===== config.mk =====
export PLATFORM = sky130hd
export DESIGN_NAME = fdc_host_regs
export DESIGN_NICKNAME = d
export VERILOG_FILES = /design/src/rtl/fdc_hr_pkg.sv /design/src/rtl/fdc_hr_sync.sv /design/src/rtl/fdc_hr_xfer.sv /design/src/rtl/fdc_hr_cmd.sv /design/src/rtl/fdc_host_regs.sv
export SDC_FILE = /design/constraint.sdc
export NUM_CORES = 1
export LEC_CHECK = 0
export BUFFER_PORTS_ARGS = -buffer_cell sky130_fd_sc_hd__buf_4
export CAP_MARGIN = 10
export CORE_UTILIZATION = 55
export CTS_CLUSTER_SIZE = 20
export DETAILED_ROUTE_END_ITERATION = 16
export PLACE_DENSITY = 0.82
export SLEW_MARGIN = 10
export SYNTH_ARGS = -nofsm -noshare
export SYNTH_HDL_FRONTEND = slang
export SYNTH_HIERARCHICAL = 1
export SYNTH_SLANG_ARGS = --single-unit
export TNS_END_PERCENT = 50

===== constraint.sdc =====
create_clock -name clk -period 3.8 [get_ports clk]
set_clock_uncertainty 0.1 [all_clocks]
set_input_delay 0.38 -clock clk [delete_from_list [all_inputs] [get_ports clk]]
set_output_delay 0.38 -clock clk [all_outputs]
set_load 0.02 [all_outputs]

===== src/rtl/fdc_hr_pkg.sv =====
package fdc_hr_pkg;

    typedef enum logic [1:0] {
        RA_CMDSTAT = 2'b00,
        RA_TRACK   = 2'b01,
        RA_SECTOR  = 2'b10,
        RA_DATA    = 2'b11
    } reg_addr_e;

    typedef struct packed {
        logic cs_n;
        logic we_n;
        logic re_n;
    } strobe_t;

    localparam logic [7:0] CMD_BOOT  = 8'h03;
    localparam logic [7:0] SEC_BOOT  = 8'h01;
    localparam logic [7:0] TRK_BOOT  = 8'h00;
    localparam logic [3:0] FORCE_NIB = 4'hD;

    localparam int ST_BUSY = 0;
    localparam int ST_DRQ  = 1;
    localparam int ST_LOST = 2;
    localparam int ST_NRDY = 7;

endpackage


===== src/rtl/fdc_hr_sync.sv =====
module fdc_hr_sync
    import fdc_hr_pkg::*;
#(
    parameter int STAGES = 2,
    parameter int DW     = 8,
    parameter int AW     = 2
) (
    input  logic          clk,
    input  logic          rst_n,
    input  logic          cs_n,
    input  logic          we_n,
    input  logic          re_n,
    input  logic [AW-1:0] addr,
    input  logic [DW-1:0] din,
    output logic          wr_pulse,
    output logic [AW-1:0] wr_addr,
    output logic [DW-1:0] wr_data,
    output logic          rd_pulse,
    output logic [AW-1:0] rd_addr
);

    localparam int LAST = STAGES - 1;

    typedef struct packed {
        strobe_t [STAGES-1:0] pipe;
        logic                 wr_act;
        logic                 rd_act;
        logic [AW-1:0]        wa;
        logic [AW-1:0]        ra;
        logic [DW-1:0]        wd;
    } sync_st_t;

    sync_st_t st_d, st_q;
    logic     wr_now, rd_now, wr_early, rd_early;

    always_comb begin
        st_d = st_q;
        st_d.pipe[0] = '{cs_n: cs_n, we_n: we_n, re_n: re_n};
        for (int i = 1; i < STAGES; i++) begin
            st_d.pipe[i] = st_q.pipe[i-1];
        end
        wr_early = ~st_q.pipe[0].cs_n & ~st_q.pipe[0].we_n;
        rd_early = ~st_q.pipe[0].cs_n & ~st_q.pipe[0].re_n;
        wr_now   = ~st_q.pipe[LAST].cs_n & ~st_q.pipe[LAST].we_n;
        rd_now   = ~st_q.pipe[LAST].cs_n & ~st_q.pipe[LAST].re_n;
        if (wr_early) begin
            st_d.wa = addr;
            st_d.wd = din;
        end
        if (rd_early) begin
            st_d.ra = addr;
        end
        st_d.wr_act = wr_now;
        st_d.rd_act = rd_now;
    end

    always_ff @(posedge clk or negedge rst_n) begin
        if (!rst_n) begin
            st_q <= '{pipe: '1, wr_act: 1'b0, rd_act: 1'b0,
                      wa: '0, ra: '0, wd: '0};
        end else begin
            st_q <= st_d;
        end
    end

    assign wr_pulse = st_q.wr_act & ~wr_now;
    assign rd_pulse = st_q.rd_act & ~rd_now;
    assign wr_addr  = st_q.wa;
    assign wr_data  = st_q.wd;
    assign rd_addr  = st_q.ra;

endmodule


===== src/rtl/fdc_hr_xfer.sv =====
module fdc_hr_xfer #(
    parameter int DW = 8
) (
    input  logic          clk,
    input  logic          rst_n,
    input  logic          clr,
    input  logic          arm,
    input  logic          host_wr,
    input  logic [DW-1:0] host_wdata,
    input  logic          host_rd,
    input  logic          eng_rd_stb,
    input  logic [DW-1:0] eng_rd_byte,
    input  logic          eng_wr_req,
    output logic [DW-1:0] dr,
    output logic          drq,
    output logic          lost,
    output logic [DW-1:0] eng_wr_byte
);

    typedef struct packed {
        logic [DW-1:0] dr;
        logic [DW-1:0] wb;
        logic          drq;
        logic          lost;
    } xfer_st_t;

    xfer_st_t xf_d, xf_q;

    always_comb begin
        xf_d = xf_q;
        if (clr) begin
            xf_d.drq  = 1'b0;
            xf_d.lost = 1'b0;
        end
        if (host_wr) begin
            xf_d.dr  = host_wdata;
            xf_d.drq = 1'b0;
        end
        if (host_rd) begin
            xf_d.drq = 1'b0;
        end
        if (arm) begin
            xf_d.drq = 1'b1;
        end
        if (eng_rd_stb) begin
            if (xf_q.drq) begin
                xf_d.lost = 1'b1;
            end
            xf_d.dr  = eng_rd_byte;
            xf_d.drq = 1'b1;
        end
        if (eng_wr_req) begin
            if (xf_q.drq) begin
                xf_d.wb   = '0;
                xf_d.lost = 1'b1;
            end else begin
                xf_d.wb = xf_q.dr;
            end
            xf_d.drq = 1'b1;
        end
    end

    always_ff @(posedge clk or negedge rst_n) begin
        if (!rst_n) begin
            xf_q <= '0;
        end else begin
            xf_q <= xf_d;
        end
    end

    assign dr          = xf_q.dr;
    assign drq         = xf_q.drq;
    assign lost        = xf_q.lost;
    assign eng_wr_byte = xf_q.wb;

endmodule


===== src/rtl/fdc_hr_cmd.sv =====
module fdc_hr_cmd
    import fdc_hr_pkg::*;
#(
    parameter int DW = 8
) (
    input  logic          clk,
    input  logic          rst_n,
    input  logic          cmd_wr,
    input  logic [DW-1:0] cmd_data,
    input  logic          stat_rd,
    input  logic          seq_busy,
    input  logic          seq_done,
    output logic [DW-1:0] cmd_code,
    output logic          cmd_start,
    output logic          xfer_mode,
    output logic          intrq,
    output logic          clr_xfer
);

    localparam int NIB_LO = DW - 4;

    typedef struct packed {
        logic [DW-1:0] cmd;
        logic          start;
        logic          boot;
        logic          xmode;
        logic          irq;
    } cmd_st_t;

    cmd_st_t cm_d, cm_q;
    logic    is_force, accept;

    always_comb begin
        is_force = (cmd_data[DW-1:NIB_LO] == FORCE_NIB);
        accept   = cmd_wr & (~seq_busy | is_force);
        cm_d       = cm_q;
        cm_d.start = 1'b0;
        if (cm_q.boot) begin
            cm_d.boot  = 1'b0;
            cm_d.start = 1'b1;
        end
        if (cmd_wr) begin
            cm_d.irq = 1'b0;
        end
        if (accept) begin
            cm_d.cmd   = cmd_data;
            cm_d.start = 1'b1;
            if (!is_force) begin
                cm_d.xmode = cmd_data[DW-1];
            end
        end
        if (stat_rd) begin
            cm_d.irq = 1'b0;
        end
        if (seq_done) begin
            cm_d.irq = 1'b1;
        end
    end

    always_ff @(posedge clk or negedge rst_n) begin
        if (!rst_n) begin
            cm_q <= '{cmd: DW'(CMD_BOOT), start: 1'b0, boot: 1'b1,
                      xmode: 1'b0, irq: 1'b0};
        end else begin
            cm_q <= cm_d;
        end
    end

    assign cmd_code  = cm_q.cmd;
    assign cmd_start = cm_q.start;
    assign xfer_mode = cm_q.xmode;
    assign intrq     = cm_q.irq;
    assign clr_xfer  = accept & ~is_force;

endmodule


===== src/rtl/fdc_host_regs.sv =====
module fdc_host_regs
    import fdc_hr_pkg::*;
#(
    parameter int SYNC_STAGES = 2,
    parameter int DW          = 8
) (
    input  logic          clk,
    input  logic          rst_n,
    input  logic          cs_n,
    input  logic          re_n,
    input  logic          we_n,
    input  logic [1:0]    addr,
    input  logic [DW-1:0] din,
    output logic [DW-1:0] dout,
    output logic          drq,
    output logic          intrq,
    output logic [DW-1:0] cmd_code,
    output logic          cmd_start,
    output logic [DW-1:0] trk_reg,
    output logic [DW-1:0] sec_reg,
    input  logic          seq_busy,
    input  logic          seq_done,
    input  logic          seq_drq_arm,
    input  logic          drive_rdy,
    input  logic          eng_rd_stb,
    input  logic [DW-1:0] eng_rd_byte,
    input  logic          eng_wr_req,
    output logic [DW-1:0] eng_wr_byte
);

    localparam int AW = 2;

    typedef struct packed {
        logic [DW-1:0] trk;
        logic [DW-1:0] sec;
    } rf_st_t;

    rf_st_t        rf_d, rf_q;
    logic          wr_pulse, rd_pulse;
    logic [AW-1:0] wr_addr, rd_addr;
    logic [DW-1:0] wr_data;
    logic          cmd_wr, stat_rd, dr_wr, dr_rd;
    logic          xfer_mode, clr_xfer, lost;
    logic [DW-1:0] dr;
    logic [DW-1:0] status;

    fdc_hr_sync #(.STAGES(SYNC_STAGES), .DW(DW), .AW(AW)) sync_i (
        .clk     (clk),
        .rst_n   (rst_n),
        .cs_n    (cs_n),
        .we_n    (we_n),
        .re_n    (re_n),
        .addr    (addr),
        .din     (din),
        .wr_pulse(wr_pulse),
        .wr_addr (wr_addr),
        .wr_data (wr_data),
        .rd_pulse(rd_pulse),
        .rd_addr (rd_addr)
    );

    always_comb begin
        cmd_wr  = wr_pulse & (reg_addr_e'(wr_addr) == RA_CMDSTAT);
        dr_wr   = wr_pulse & (reg_addr_e'(wr_addr) == RA_DATA);
        stat_rd = rd_pulse & (reg_addr_e'(rd_addr) == RA_CMDSTAT);
        dr_rd   = rd_pulse & (reg_addr_e'(rd_addr) == RA_DATA);
    end

    fdc_hr_cmd #(.DW(DW)) cmd_i (
        .clk      (clk),
        .rst_n    (rst_n),
        .cmd_wr   (cmd_wr),
        .cmd_data (wr_data),
        .stat_rd  (stat_rd),
        .seq_busy (seq_busy),
        .seq_done (seq_done),
        .cmd_code (cmd_code),
        .cmd_start(cmd_start),
        .xfer_mode(xfer_mode),
        .intrq    (intrq),
        .clr_xfer (clr_xfer)
    );

    fdc_hr_xfer #(.DW(DW)) xfer_i (
        .clk        (clk),
        .rst_n      (rst_n),
        .clr        (clr_xfer),
        .arm        (seq_drq_arm),
        .host_wr    (dr_wr),
        .host_wdata (wr_data),
        .host_rd    (dr_rd),
        .eng_rd_stb (eng_rd_stb),
        .eng_rd_byte(eng_rd_byte),
        .eng_wr_req (eng_wr_req),
        .dr         (dr),
        .drq        (drq),
        .lost       (lost),
        .eng_wr_byte(eng_wr_byte)
    );

    always_comb begin
        rf_d = rf_q;
        if (wr_pulse) begin
            unique case (reg_addr_e'(wr_addr))
                RA_TRACK:  rf_d.trk = wr_data;
                RA_SECTOR: rf_d.sec = wr_data;
                default:   ;
            endcase
        end
    end

    always_ff @(posedge clk or negedge rst_n) begin
        if (!rst_n) begin
            rf_q <= '{trk: DW'(TRK_BOOT), sec: DW'(SEC_BOOT)};
        end else begin
            rf_q <= rf_d;
        end
    end

    always_comb begin
        status          = '0;
        status[ST_BUSY] = seq_busy;
        status[ST_DRQ]  = drq & xfer_mode;
        status[ST_LOST] = lost & xfer_mode;
        status[ST_NRDY] = ~drive_rdy & rst_n;
    end

    always_comb begin
        dout = '0;
        if (!cs_n && !re_n) begin
            unique case (reg_addr_e'(addr))
                RA_CMDSTAT: dout = status;
                RA_TRACK:   dout = rf_q.trk;
                RA_SECTOR:  dout = rf_q.sec;
                RA_DATA:    dout = dr;
                default:    dout = '0;
            endcase
        end
    end

    assign trk_reg = rf_q.trk;
    assign sec_reg = rf_q.sec;

endmodule


==> metrics.txt <==
Avg Vias per Cell 5.294; critical path capture point type register; Routed WL 5963 um; max-slew violations 0; fmax 0.4426 GHz; Synth Warn # 6; # IOs 72; FILL cells 409; worst r2r src sync_i/st_q[19]$_DFF_PN1_; clock latency on the worst-skew pair 0.33 ns; Synth cell types 33; clock network power share 0.282; initial DRC count 142; Post-Place Cells 334; final cell count without fillers 350; # nets final 304; vias in the first global route 1803; crit path DAT 2.36 ns; first-pass GRT wire length 9218 um; Total Power 2.325 mW; top-count cell post-synth dfrtp_1; final worst-path cycle share 0.5945; Fin. Hold Viols 0; largest net degree at the start of global routing 67; Final min period 2.259 ns; footprint of the multi-input gates 1076 um^2; DIE AREA 5661 um^2; EDFF count, synth 0; status finished, final reports clean; Final WS setup 1.541 ns; register area share after synthesis 0.5640; Storage cell area 1664 um^2; DRT Pass-1 Iters 4; Synth Instances 219; Async SR Flop Fraction 1.000; routing usage on met3 0.06158; M1 GR Usage 0.3360; HP Start we_n; Die Wd 75.24 um; Starting Density 0.5740; Gate power share 0.282; Post-Place Worst Slack 1.548 ns; hold buffers post-CTS 0; synthesis-to-finish area growth 22.26%; TritonCTS Buffers 9; Pwr Density 644.6 nW/um^2; GRT met2 Usage 0.3433; Worst Hold Class primary input to register; most instantiated cells after synthesis 56 x dfrtp_1, 39 x mux2_2, 21 x buf_4, 11 x mux2i_1, 11 x o21ai_0; CTS root buf clkbuf_8; drt wl/cell 17.04 um; GPL Wtd Cong 0.7827; CTS Buffer Depth 2; crit start category register; setup TNS 0 ns; Synth area leader dfrtp_1; flops & latches, synth 66; Max FO, Critical Path 4; post-CTS resize count 0; Die Y 75.24 um; CTS tree done; Slew headroom 0.4641; Max-Cap Viols 0; port bufs 71; sw frac 0.3106; standard-cell rows 26; Post-Synthesis Cell Area 2950 um^2; RSZ-0062 raised after global routing false; GRT Total Usage 0.2308; Crit Path Class register to register; total core area 5140 um^2; H-tree depth 3; largest cells by area after synthesis dfrtp_1 47%, mux2_2 15%, dfstp_2 8.9%; required time of the worst setup path 3.90 ns; worst slew pin tran 0.8039 ns; Post-DRT Antenna Nets 0; Util after Layout 0.7018; initial antenna violation count 0; total congestion overflow 0; dpl hpwl 4129 um; Top FF cell, synth dfrtp_1; most used routing layer met2; maximum vdd ir drop 0.0003923 V; Final Setup Violations 0; leakage 1.676 nW; routed vias 1853; layout cell share with drive strength beyond 1 0.5357; CP Launch Point sync_i/st_q[19]$_DFF_PN1_; Fin Hold WS 0.05380 ns; sequential share of power 0.436; syn_nets 248; Switch Pwr 0.7223 mW; CP peak stage delay 0.53 ns; slowest CP cell dfstp_2; critical path's most frequent cell nor2b_1; dpl cell area 3379 um^2; post-route cell area 3607 um^2; critical path, cell by cell nor2_1, nor2b_1, nor3b_1, nor2b_1, and2_2, nor4b_1, or4_1; drt drc 0; cell internal pwr 1.603 mW; Reg clk slew, reported paths 0.07 ns; syn avg cell area 13.47 um^2; diodes inserted 0; Post-CTS Setup Repair Bufs 0; clock sink total 66; Yosys top cell area share 0.4750
==> layout by cell type, fill, tap and decap left out, drive strengths merged, types with 4 or more instances in the layout <==
master / count
mux2: 40
dfstp: 10
nor2b: 5
mux2i: 11
a22o: 8
clkbuf: 10
nand2: 9
nor2: 10
a22oi: 4
buf: 72
dfrtp: 56
o21ai: 11
==> metal layers <==
metal  share of wire  vias up  wire length (um)
li1                -      877                 -
met1            0.47      923              2805
met2            0.47       48              2807
met3           0.049        5               293
met4          0.0096        0                57
met5               0        -                 0
==> worst paths after layout <==
path                                                      to  slack (ns)  cells after the start
max reg2reg                           xfer_i/drq$_DFFE_PN0P_        1.54                      7
min in group asynchronous  xfer_i/eng_wr_byte[1]$_DFFE_PN0P_        0.15                      2
min                                sync_i/st_d[18]$_DFF_PN1_        0.05                      1
max                                   xfer_i/drq$_DFFE_PN0P_        1.54                      7
max in group asynchronous      sync_i/wr_data[0]$_DFFE_PN0P_        2.93                      2
min reg2reg                        sync_i/st_q[17]$_DFF_PN1_        0.27                      0
==> cell type report <==
type	instances	area share
repair buffers	72	0.1498
flip-flops and latches	66	0.4613
well taps	70	0.02428
clock inverters	6	0.02497
inverters	3	0.003122
clock buffers	10	0.03815
multi-input cells	123	0.2983
==> logic make-up (layout without fill, tap and decap cells) <==
group,count (synthesis),in the layout,share of synthesized area
buffers and inverters,30,91,0.07124
AO/OA/AOI/OAI,31,31,0.07973
flip-flops,66,66,0.5640
other,1,1,0.001271
AND/OR/NAND/NOR,39,39,0.08354
multiplexers,52,52,0.2002
==> critical path: cells and delay by family (launching register included) <==
family           cells  cell delay, ns
flip-flops           1            0.53
AND/OR/NAND/NOR      7            1.51
==> power groups by stage <==
stage          registers [mW]  logic [mW]  clock network, mW
2_1_floorplan            1.08       0.373                  0
3_3_place_gp             1.02       0.643                  0
3_5_place_dp             1.03       0.659                  0
4_1_cts                  1.01       0.662              0.666
5_1_grt                  1.04       0.698              0.703
6_report                 1.01       0.655              0.656
Note: power is estimated with default switching activity, not from simulation.
